## src/rtl/pwmtb_pkg.sv

```systemverilog
// Package pwmtb_pkg
// Shared register addresses and control bit positions for the PWM time base.
// Assumes a 2-bit register address space.
package pwmtb_pkg;

    typedef enum logic [1:0] {
        ADDR_MOD_HI = 2'd0,
        ADDR_MOD_LO = 2'd1,
        ADDR_CTRL   = 2'd2,
        ADDR_SPARE  = 2'd3
    } reg_addr_e;

    localparam int CTRL_ARM_BIT    = 0;
    localparam int CTRL_CENTER_BIT = 1;
    localparam int CTRL_RUN_BIT    = 2;

    // True for either half of the modulus buffer
    function automatic logic is_mod_addr(reg_addr_e a);
        return (a == ADDR_MOD_HI) || (a == ADDR_MOD_LO);
    endfunction

endpackage

```

## src/rtl/pwmtb_regs.sv

```systemverilog
// Module pwmtb_regs
// Register file of the PWM time base: the two-byte modulus buffer, which has
// no reset, and the control register (arm, mode, run).
// Assumes BUS_W < W <= 2*BUS_W. A transfer request (take) comes from the core.
module pwmtb_regs
    import pwmtb_pkg::*;
#(
    parameter int W     = 12,
    parameter int BUS_W = 8
) (
    input  logic             clk,
    input  logic             rst_n,
    input  logic             bus_wr,
    input  logic [1:0]       bus_addr,
    input  logic [BUS_W-1:0] bus_wdata,
    output logic [BUS_W-1:0] bus_rdata,
    input  logic             take,
    output logic [W-1:0]     mod_buf,
    output logic             arm,
    output logic             center_sel,
    output logic             run
);
    localparam int HI_W = W - BUS_W;

    reg_addr_e         addr;
    logic [HI_W-1:0]   buf_hi;
    logic [BUS_W-1:0]  buf_lo;
    logic [BUS_W-1:0]  rd_hi;
    logic [BUS_W-1:0]  rd_ctrl;
    logic              wr_ctrl;
    logic              wr_mod;

    assign addr    = reg_addr_e'(bus_addr);
    assign wr_ctrl = bus_wr && (addr == ADDR_CTRL);
    assign wr_mod  = bus_wr && is_mod_addr(addr);
    assign mod_buf = {buf_hi, buf_lo};

    // Upper modulus field: no reset, so it holds whatever software last wrote
    always_ff @(posedge clk) begin
        if (bus_wr && addr == ADDR_MOD_HI)
            buf_hi <= bus_wdata[HI_W-1:0];
    end

    // Lower modulus byte: no reset either
    always_ff @(posedge clk) begin
        if (bus_wr && addr == ADDR_MOD_LO)
            buf_lo <= bus_wdata;
    end

    // Mode and run bits: written only through the control address
    always_ff @(posedge clk) begin
        if (!rst_n) begin
            center_sel <= 1'b0;
            run        <= 1'b0;
        end else if (wr_ctrl) begin
            center_sel <= bus_wdata[CTRL_CENTER_BIT];
            run        <= bus_wdata[CTRL_RUN_BIT];
        end
    end

    // Arm flag: a control write wins, a modulus write or a transfer drops it
    always_ff @(posedge clk) begin
        if (!rst_n)
            arm <= 1'b0;
        else if (wr_ctrl)
            arm <= bus_wdata[CTRL_ARM_BIT];
        else if (wr_mod || take)
            arm <= 1'b0;
    end

    // Pad the narrow upper field with zeros when it is smaller than a byte
    generate
        if (HI_W < BUS_W) begin : g_hi_pad
            assign rd_hi = {{(BUS_W-HI_W){1'b0}}, buf_hi};
        end else begin : g_hi_full
            assign rd_hi = buf_hi;
        end
    endgenerate

    // Control readback: only the three defined bits are live
    always_comb begin
        rd_ctrl                  = '0;
        rd_ctrl[CTRL_ARM_BIT]    = arm;
        rd_ctrl[CTRL_CENTER_BIT] = center_sel;
        rd_ctrl[CTRL_RUN_BIT]    = run;
    end

    // Read multiplexer: modulus reads return the buffer contents
    always_comb begin
        unique case (addr)
            ADDR_MOD_HI: bus_rdata = rd_hi;
            ADDR_MOD_LO: bus_rdata = buf_lo;
            ADDR_CTRL:   bus_rdata = rd_ctrl;
            default:     bus_rdata = '0;
        endcase
    end


    ldok_wrclr_chk: assert property (@(posedge clk) disable iff (!rst_n)
        (bus_wr && is_mod_addr(addr)) |=> !arm);


    ldok_take_chk: assert property (@(posedge clk) disable iff (!rst_n)
        (take && !wr_ctrl) |=> !arm);

endmodule

```

## src/rtl/pwmtb_step.sv

```systemverilog
// Module pwmtb_step
// Combinational next-state of the period counter. It decides the next count,
// the next direction, and whether the coming edge is a period boundary.
// Assumes mod == 0 is the illegal setting that falls back to free decrement.
module pwmtb_step #(
    parameter int W = 12
) (
    input  logic         run,
    input  logic         fresh,
    input  logic         center,
    input  logic [W-1:0] mod,
    input  logic [W-1:0] cur,
    input  logic         dir,
    output logic [W-1:0] nxt,
    output logic         nxt_dir,
    output logic         load
);
    localparam logic [W-1:0] ONE  = W'(1);
    localparam logic [W-1:0] ZERO = '0;

    logic at_zero;
    logic at_top;

    assign at_zero = (cur == ZERO);
    assign at_top  = (cur >= mod);

    // Next count and direction for every mode and leg
    always_comb begin
        nxt     = cur;
        nxt_dir = dir;
        load    = 1'b0;
        if (!run) begin
            nxt     = ZERO;
            nxt_dir = 1'b0;
        end else if (fresh) begin
            nxt     = ONE;
            nxt_dir = 1'b0;
            load    = 1'b1;
        end else if (mod == ZERO) begin
            nxt     = cur - ONE;
            nxt_dir = 1'b1;
            load    = at_zero;
        end else if (!center) begin
            nxt_dir = 1'b0;
            if (at_zero || at_top) begin
                nxt  = ONE;
                load = 1'b1;
            end else begin
                nxt = cur + ONE;
            end
        end else if (dir) begin
            if (at_zero) begin
                nxt     = ONE;
                nxt_dir = 1'b0;
                load    = 1'b1;
            end else begin
                nxt     = cur - ONE;
                nxt_dir = 1'b1;
            end
        end else begin
            if (at_zero) begin
                nxt  = ONE;
                load = 1'b1;
            end else if (at_top) begin
                nxt     = cur - ONE;
                nxt_dir = 1'b1;
            end else begin
                nxt = cur + ONE;
            end
        end
    end

endmodule

```

## src/rtl/pwmtb_core.sv

```systemverilog
// Module pwmtb_core
// Holds the active modulus and mode, and the counter, direction and strobe
// registers. At a period boundary with the arm flag set, it takes over the
// buffer. Assumes run, arm, mode and buffer come from registers.
module pwmtb_core #(
    parameter int W = 12
) (
    input  logic         clk,
    input  logic         rst_n,
    input  logic         run,
    input  logic         center_sel,
    input  logic         arm,
    input  logic [W-1:0] mod_buf,
    output logic [W-1:0] count,
    output logic         dir_down,
    output logic         ld_strobe,
    output logic         take
);
    logic [W-1:0] cnt_q;
    logic         dir_q;
    logic         stb_q;
    logic         running_q;
    logic [W-1:0] act_mod_q;
    logic         center_q;
    logic [W-1:0] nxt;
    logic         nxt_dir;
    logic         load;

    pwmtb_step #(.W(W)) u_step (
        .run     (run),
        .fresh   (run && !running_q),
        .center  (center_q),
        .mod     (act_mod_q),
        .cur     (cnt_q),
        .dir     (dir_q),
        .nxt     (nxt),
        .nxt_dir (nxt_dir),
        .load    (load)
    );

    assign take      = load && arm;
    assign count     = cnt_q;
    assign dir_down  = dir_q;
    assign ld_strobe = stb_q;

    // Counter, direction and period strobe advance every cycle
    always_ff @(posedge clk) begin
        if (!rst_n) begin
            cnt_q     <= '0;
            dir_q     <= 1'b0;
            stb_q     <= 1'b0;
            running_q <= 1'b0;
        end else begin
            cnt_q     <= nxt;
            dir_q     <= nxt_dir;
            stb_q     <= load;
            running_q <= run;
        end
    end

    // Active modulus and mode change only on an armed boundary
    always_ff @(posedge clk) begin
        if (!rst_n) begin
            act_mod_q <= '0;
            center_q  <= 1'b0;
        end else if (take) begin
            act_mod_q <= mod_buf;
            center_q  <= center_sel;
        end
    end


    count_idle_chk: assert property (@(posedge clk) disable iff (!rst_n)
        !run |=> (cnt_q == '0 && !dir_q && !stb_q));


    edge_wrap_chk: assert property (@(posedge clk) disable iff (!rst_n)
        (run && !center_q && act_mod_q != '0 && cnt_q >= act_mod_q) |=> cnt_q == W'(1));


    center_turn_chk: assert property (@(posedge clk) disable iff (!rst_n)
        (run && center_q && act_mod_q != '0 && dir_q && cnt_q == '0) |=> (cnt_q == W'(1) && !dir_q));


    strobe_pos_chk: assert property (@(posedge clk) disable iff (!rst_n)
        (stb_q && !dir_q) |-> cnt_q == W'(1));

endmodule

```

## src/rtl/pwm_timebase.sv

```systemverilog
// Module pwm_timebase
// Top of the PWM time base: the register file plus the period counter core.
// Assumes a single-master register bus with a one-cycle write and a
// combinational read.
module pwm_timebase #(
    parameter int CNT_W = 12,
    parameter int BUS_W = 8
) (
    input  logic             clk,
    input  logic             rst_n,
    input  logic             bus_wr,
    input  logic [1:0]       bus_addr,
    input  logic [BUS_W-1:0] bus_wdata,
    output logic [BUS_W-1:0] bus_rdata,
    output logic [CNT_W-1:0] count,
    output logic             dir_down,
    output logic             ld_strobe
);
    logic [CNT_W-1:0] mod_buf;
    logic             arm;
    logic             center_sel;
    logic             run;
    logic             take;

    pwmtb_regs #(.W(CNT_W), .BUS_W(BUS_W)) u_regs (
        .clk        (clk),
        .rst_n      (rst_n),
        .bus_wr     (bus_wr),
        .bus_addr   (bus_addr),
        .bus_wdata  (bus_wdata),
        .bus_rdata  (bus_rdata),
        .take       (take),
        .mod_buf    (mod_buf),
        .arm        (arm),
        .center_sel (center_sel),
        .run        (run)
    );

    pwmtb_core #(.W(CNT_W)) u_core (
        .clk        (clk),
        .rst_n      (rst_n),
        .run        (run),
        .center_sel (center_sel),
        .arm        (arm),
        .mod_buf    (mod_buf),
        .count      (count),
        .dir_down   (dir_down),
        .ld_strobe  (ld_strobe),
        .take       (take)
    );

endmodule

```

## config.mk

```make
export PLATFORM = sky130hd
export DESIGN_NAME = pwm_timebase
export DESIGN_NICKNAME = d
export VERILOG_FILES = /design/src/rtl/pwmtb_pkg.sv /design/src/rtl/pwmtb_regs.sv /design/src/rtl/pwmtb_step.sv /design/src/rtl/pwmtb_core.sv /design/src/rtl/pwm_timebase.sv
export SDC_FILE = /design/constraint.sdc
export NUM_CORES = 1
export LEC_CHECK = 0
export ABC_AREA = 1
export CAP_MARGIN = 20
export CORE_UTILIZATION = 45
export CTS_CLUSTER_SIZE = 10
export DETAILED_ROUTE_END_ITERATION = 16
export GPL_ROUTABILITY_DRIVEN = 0
export PLACE_DENSITY_LB_ADDON = 0.12
export SLEW_MARGIN = 40
export SYNTH_ARGS = -nofsm -noshare
export SYNTH_HDL_FRONTEND = slang
export SYNTH_HIERARCHICAL = 1
export SYNTH_SLANG_ARGS = --single-unit
```

## constraint.sdc

```tcl
create_clock -name clk -period 2.1 [get_ports clk]
set_clock_uncertainty 0.15 [all_clocks]
set_input_delay 0.42 -clock clk [delete_from_list [all_inputs] [get_ports clk]]
set_output_delay 0.42 -clock clk [all_outputs]
set_load 0.005 [all_outputs]
```

# Yosys cells after proc, flatten, opt, wreduce, memory -nomap -nowiden
# Cells that the tools add are included.
# word_totals
out_inout_bits,22
in_bits,13
elab_cells,58
ff_bits,43
# op_classes
add_sub_neg,2
n_bitwise,2
n_eq_ne,2
muxes,23
order_cmp,1
reduce_logical,16
# op_table
operator,count
12-bit two-way mux,7
12-bit logical NOT,2
8-bit one-hot mux with 3 select lines,1
1-bit two-way mux,15
12-bit by 1-bit adder with 12-bit output (second input constant),1
12-bit >= comparator,1
12-bit by 1-bit subtractor with 12-bit output (second input constant),1
1-bit logical AND,6
1-bit logical OR,3
3-bit OR reduction,1
2-bit by 1-bit == test with 1-bit output (second input constant),1
2-bit == test (second input constant),1
2-bit logical NOT,1
1-bit inverter,2
2-bit AND reduction,1
2-bit nonzero test,1
1-bit logical NOT,1

# Longest topological paths before layout
# depth
word_depth,11
ltp_mapped,17
mapped_depth_nobuf,16

# Modules after synthesis
# Netlist, hierarchy kept.
# by_module_without_submodules
module,seq_area_each_um2,n_inst,area_per_inst_um2,cells_each
pwmtb_step,0.0,1,1139.8,193
pwmtb_core,560.5,1,973.4,132
pwmtb_regs,420.4,1,638.1,58

# Worst setup path after synthesis
# Ideal clock, no wire load.
# synth_timing
path_kind,register to register
start,"register u_core.cnt_q[11], in the netlist u_core/count[11]"
end,register u_regs.arm
stages_incl_launch_ff,16
required_time_ns,1.835
setup_time_ns,0.115
slack_ns,-0.085
arrival_ns,1.920
period_less_slack_ns,2.185
path_buffers,1
cell_sequence,dfxtp_1 ha_1 nand2_2 nor2_4 nand2_1 nor2_2 nand2_1 nand3_2 nand3_1 a21oi_1 nand2_2 buf_4 inv_1 inv_1 nand3_2 a21oi_2
# synth_via
elab_chain_cells,10
word_cells_on_any_way,12
cone_classes,1 x order compare; 6 x mux; 5 x reduce/logical
# synth_rtl
element,line,text
from (decl),pwmtb_core.sv:19,logic [W-1:0] cnt_q;
from (signal assigned),pwmtb_core.sv:54,cnt_q <= nxt;
12-bit >= comparator / 12-bit logical NOT (equally long branches),"pwmtb_step.sv:25, pwmtb_step.sv:24",
1-bit logical OR,pwmtb_step.sv:45,if (at_zero || at_top) begin
1-bit two-way mux,pwmtb_step.sv:45,
1-bit two-way mux,pwmtb_step.sv:43,end else if (!center) begin
1-bit two-way mux *,pwmtb_step.sv:39,end else if (mod == ZERO) begin
1-bit two-way mux *,pwmtb_step.sv:35,end else if (fresh) begin
1-bit two-way mux *,pwmtb_step.sv:32,if (!run) begin
via u_core.load,pwmtb_core.sv:27,logic load;
1-bit logical AND *,pwmtb_core.sv:41,assign take = load && arm;
via take,pwm_timebase.sv:23,logic take;
1-bit logical OR *,pwmtb_regs.sv:67,else if (wr_mod || take)
2-bit nonzero test (no line) *,-,
to (signal assigned),pwmtb_regs.sv:66,arm <= bus_wdata[CTRL_ARM_BIT];
to (decl),pwmtb_regs.sv:19,"output logic arm,"
# The timed path passes the listed nets; every way through them passes the cells marked *.
# A chain may end at the register's enable or synchronous reset.

# Worst setup path in the final report
# layout_timing
start,register u_core.act_mod_q[9]
end,register u_core.act_mod_q[7]
# layout_via
elab_chain_cells,8
word_cells_on_any_way,9
cone_classes,1 x order compare; 5 x mux; 3 x reduce/logical
# layout_rtl
element,line,text
from (decl),pwmtb_core.sv:23,logic [W-1:0] act_mod_q;
from (signal assigned),pwmtb_core.sv:67,act_mod_q <= mod_buf;
12-bit >= comparator,pwmtb_step.sv:25,assign at_top = (cur >= mod);
1-bit logical OR,pwmtb_step.sv:45,
1-bit two-way mux,pwmtb_step.sv:45,
1-bit two-way mux,pwmtb_step.sv:43,
1-bit two-way mux *,pwmtb_step.sv:39,
1-bit two-way mux *,pwmtb_step.sv:35,
1-bit two-way mux *,pwmtb_step.sv:32,
via u_core.load,pwmtb_core.sv:27,
1-bit logical AND *,pwmtb_core.sv:41,
# Marks and branches as above.

==> impl_metrics.toml <==
[run_status]
status = "finished with violations"
violations = "negative setup slack"

[clock_tree]
clockBufferDepth = 2
clk_pin_slew_ns = 0.08
cts_num_sinks = 43
cts_root_buf = "clkbuf_8"
htree_levels = 2
clk_latency_ns = 0.29
cts_tree = "yes"
cts_buffers = 5

[run]
drv_cap = 0

[route]
vias_per_cell = 4.77
drt_iter0_drc = 102
remaining_drc_errors = 0
vias = 2536
drt-pass1-iter-count = 4
detail_route.wirelength_mm = 6.74
drt.antenna.violating_nets = 0
wl_per_cell_um = 12.7

[finish]
nNetsFinal = 484
final_cell_area_um2 = 3850
diodes = 0
fin_cells = 532
area.growth.synth_to_final_pct = 40.1
final_util = 0.651
drive_above_1_share = 0.317

[sta]
finalSetupTns_ns = -2.53
hold_violations = 0
setup_ws_ns = -0.162
worst_slew_pin_slew_ns = 0.511
finalCriticalPeriod_ns = 2.26
period_share = 1.08
fmax_mhz = 442
finalSetupViolations = 25
maxSlewHeadroom = 0.659
rsz0062_at_grt = "true"
slew_viol_final = 0

[critical_path]
cp.required_ns = 2.18
worstSetupPathType = "reg -> reg"
cp_data_arrival_time_ns = 2.34
cp-end-kind = "flip-flop"
start_kind = "flip-flop"
cp_max_fo = 6

[placed_design]
post_dp_cell_area_um2 = 3390
dp_hpwl_mm = 4.67
dp_cells = 514
numPortBuffers = 34

[floorplan]
die_h_um = 80.2
core_um2 = 5920
io_pins = 35
start_util = 0.465
dieArea_um2 = 6430
rows = 28
die_x_um = 80.2

[global_routing]
antenna_found_initial = 0
grt_pass1_vias = 2383
grt_usage = 0.222
grt_max_degree = 30
grt_pass1_wl_mm = 10.9
gr-total-overflow = 0

[worst_hold_path]
hold_path.class = "reg -> reg"

[yosys]
synthFlopType = "dfxtp_1"
ys_async_sr_fraction = 0
synth_warnings = 6
synth-seq-cells = 43
syn_inst = 383
synth_nets = 411
seq_area_frac_synth = 0.357
synth_cell_types = 27
avgSynthCellArea_um2 = 7.18
synth-edff-count = 12
netlist_area_um2 = 2750

[power]
p_comb_frac = 0.156
p_switching_mw = 0.459
switching_share = 0.252
cellLeakagePower_nw = 1.87
vdd_drop_max_mv = 0.331
powerDensity_nw_per_um2 = 472
pwr-share-seq = 0.489
clockPowerShare = 0.355
p_int_mw = 1.36
-- timing repair --
action | in CTS | in global routing
gates cloned | 2 | 1
gates resized for setup | 36 | 41
hold buffers | 0 | 0
pin swaps | 10 | 21
endpoints found under the hold margin | 0 | 0
endpoints found under the setup margin | 32 | 32
setup buffers | 2 | 7
-- power groups by stage --
stage | Clock (mW) | Sequential [mW] | Combinational [mW]
after floorplan | 0 | 0.904 | 0.156
after global placement | 0 | 0.906 | 0.256
after detailed placement | 0 | 0.906 | 0.260
after CTS | 0.662 | 0.888 | 0.270
after global routing | 0.696 | 0.892 | 0.312
final | 0.645 | 0.889 | 0.284
-- cells in the mapped netlist, types with 4 or more instances --
| cell | count | area, um^2 |
|---|---|---|
| a21oi_1 | 12 | 60.1 |
| nor2_2 | 7 | 43.8 |
| nand4_1 | 12 | 75.1 |
| nand3_2 | 7 | 70.1 |
| buf_4 | 4 | 30.0 |
| nor2_1 | 55 | 206 |
| edfxtp_1 | 12 | 360 |
| inv_1 | 69 | 259 |
| xor2_1 | 16 | 140 |
| nand2_2 | 7 | 43.8 |
| dfxtp_1 | 31 | 621 |
| nand3_1 | 18 | 90.1 |
| inv_2 | 5 | 18.8 |
| nor2_4 | 4 | 45.0 |
| ha_1 | 15 | 188 |
| nand2_1 | 89 | 334 |
-- worst paths after layout --
path	startpoint	to	slack, ns	cells past startpoint
worst min-delay path	u_regs/arm$_SDFFE_PN0P_	u_regs/arm$_SDFFE_PN0P_	0.36	2
worst max register to register	u_core/act_mod_q[9]$_SDFFE_PN0P_	u_core/act_mod_q[7]$_SDFFE_PN0P_	-0.16	15
worst max-delay path	u_core/act_mod_q[9]$_SDFFE_PN0P_	u_core/act_mod_q[7]$_SDFFE_PN0P_	-0.16	15
worst min register to register	u_regs/arm$_SDFFE_PN0P_	u_regs/arm$_SDFFE_PN0P_	0.36	2
-- critical path, cell delays in order, from the launching register on --
cell,delay [ns]
dfxtp_2,0.35
inv_2,0.06
ha_4,0.28
nand2_4,0.05
nor2_4,0.13
nand2_2,0.07
nor2_2,0.12
nand2_1,0.09
nand3_2,0.10
nand3_4,0.09
a21oi_4,0.18
nand2_4,0.14
clkbuf_16,0.20
nand2_4,0.05
nand2_1,0.04
nor2_1,0.09
-- placed cells by master (no fill, tap or decap), drive strengths merged, types with 6 or more instances in the layout --
cell type / n
xor2: 16
ha: 15
a21oi: 15
clkbuf: 7
o21ai: 6
nor2: 66
nand4: 12
dfxtp: 31
edfxtp: 12
inv: 74
nand3: 25
nand2: 98
buf: 42
clkdlybuf4s50: 30
-- final cells by class --
class,count,area [um^2]
fillers,518,2070
repair buffers,75,733
multi-input cells,257,1650
clock buffers,6,72.6
clock inverters,2,37.5
well taps,75,93.8
flip-flops and latches,43,993
inverters,74,278
-- routing by layer --
layer,part of all wire,wire length (um),GRT usage,vias to the layer above
met5,0,0,0,-
met4,0.0088,59,0.0571,0
met3,0.028,188,0.0386,4
met2,0.51,3470,0.396,41
met1,0.45,3020,0.275,1166
li1,-,-,-,1325
-- stage by stage --
step                      hold WS [ns]  total power [mW]  setup slack (ns)
after floorplan                  0.296              1.06           0.00826
after global placement           0.344              1.16            -0.291
after detailed placement         0.344              1.17            -0.340
after CTS                        0.365              1.82           -0.0624
after global routing             0.368              1.90            -0.256
final                            0.356              1.82            -0.162
-- registers in the layout, summed over array words and instances, names as in the netlist, 4 cells and up --
| signal | count |
|---|---|
| u_regs/buf_lo | 8 |
| u_regs/buf_hi | 4 |
| u_core/act_mod_q | 12 |
| u_core/count | 12 |
-- logic make-up after synthesis --
family / after synthesis / synth area share
adder cells (fa/ha/maj): 15 / 0.0682
AO/OA/AOI/OAI: 23 / 0.0541
AND/OR/NAND/NOR: 203 / 0.342
XOR/XNOR: 16 / 0.0509
flip-flops: 43 / 0.357
buffers and inverters: 83 / 0.128
No activity file was read; power rests on OpenSTA's default activity.
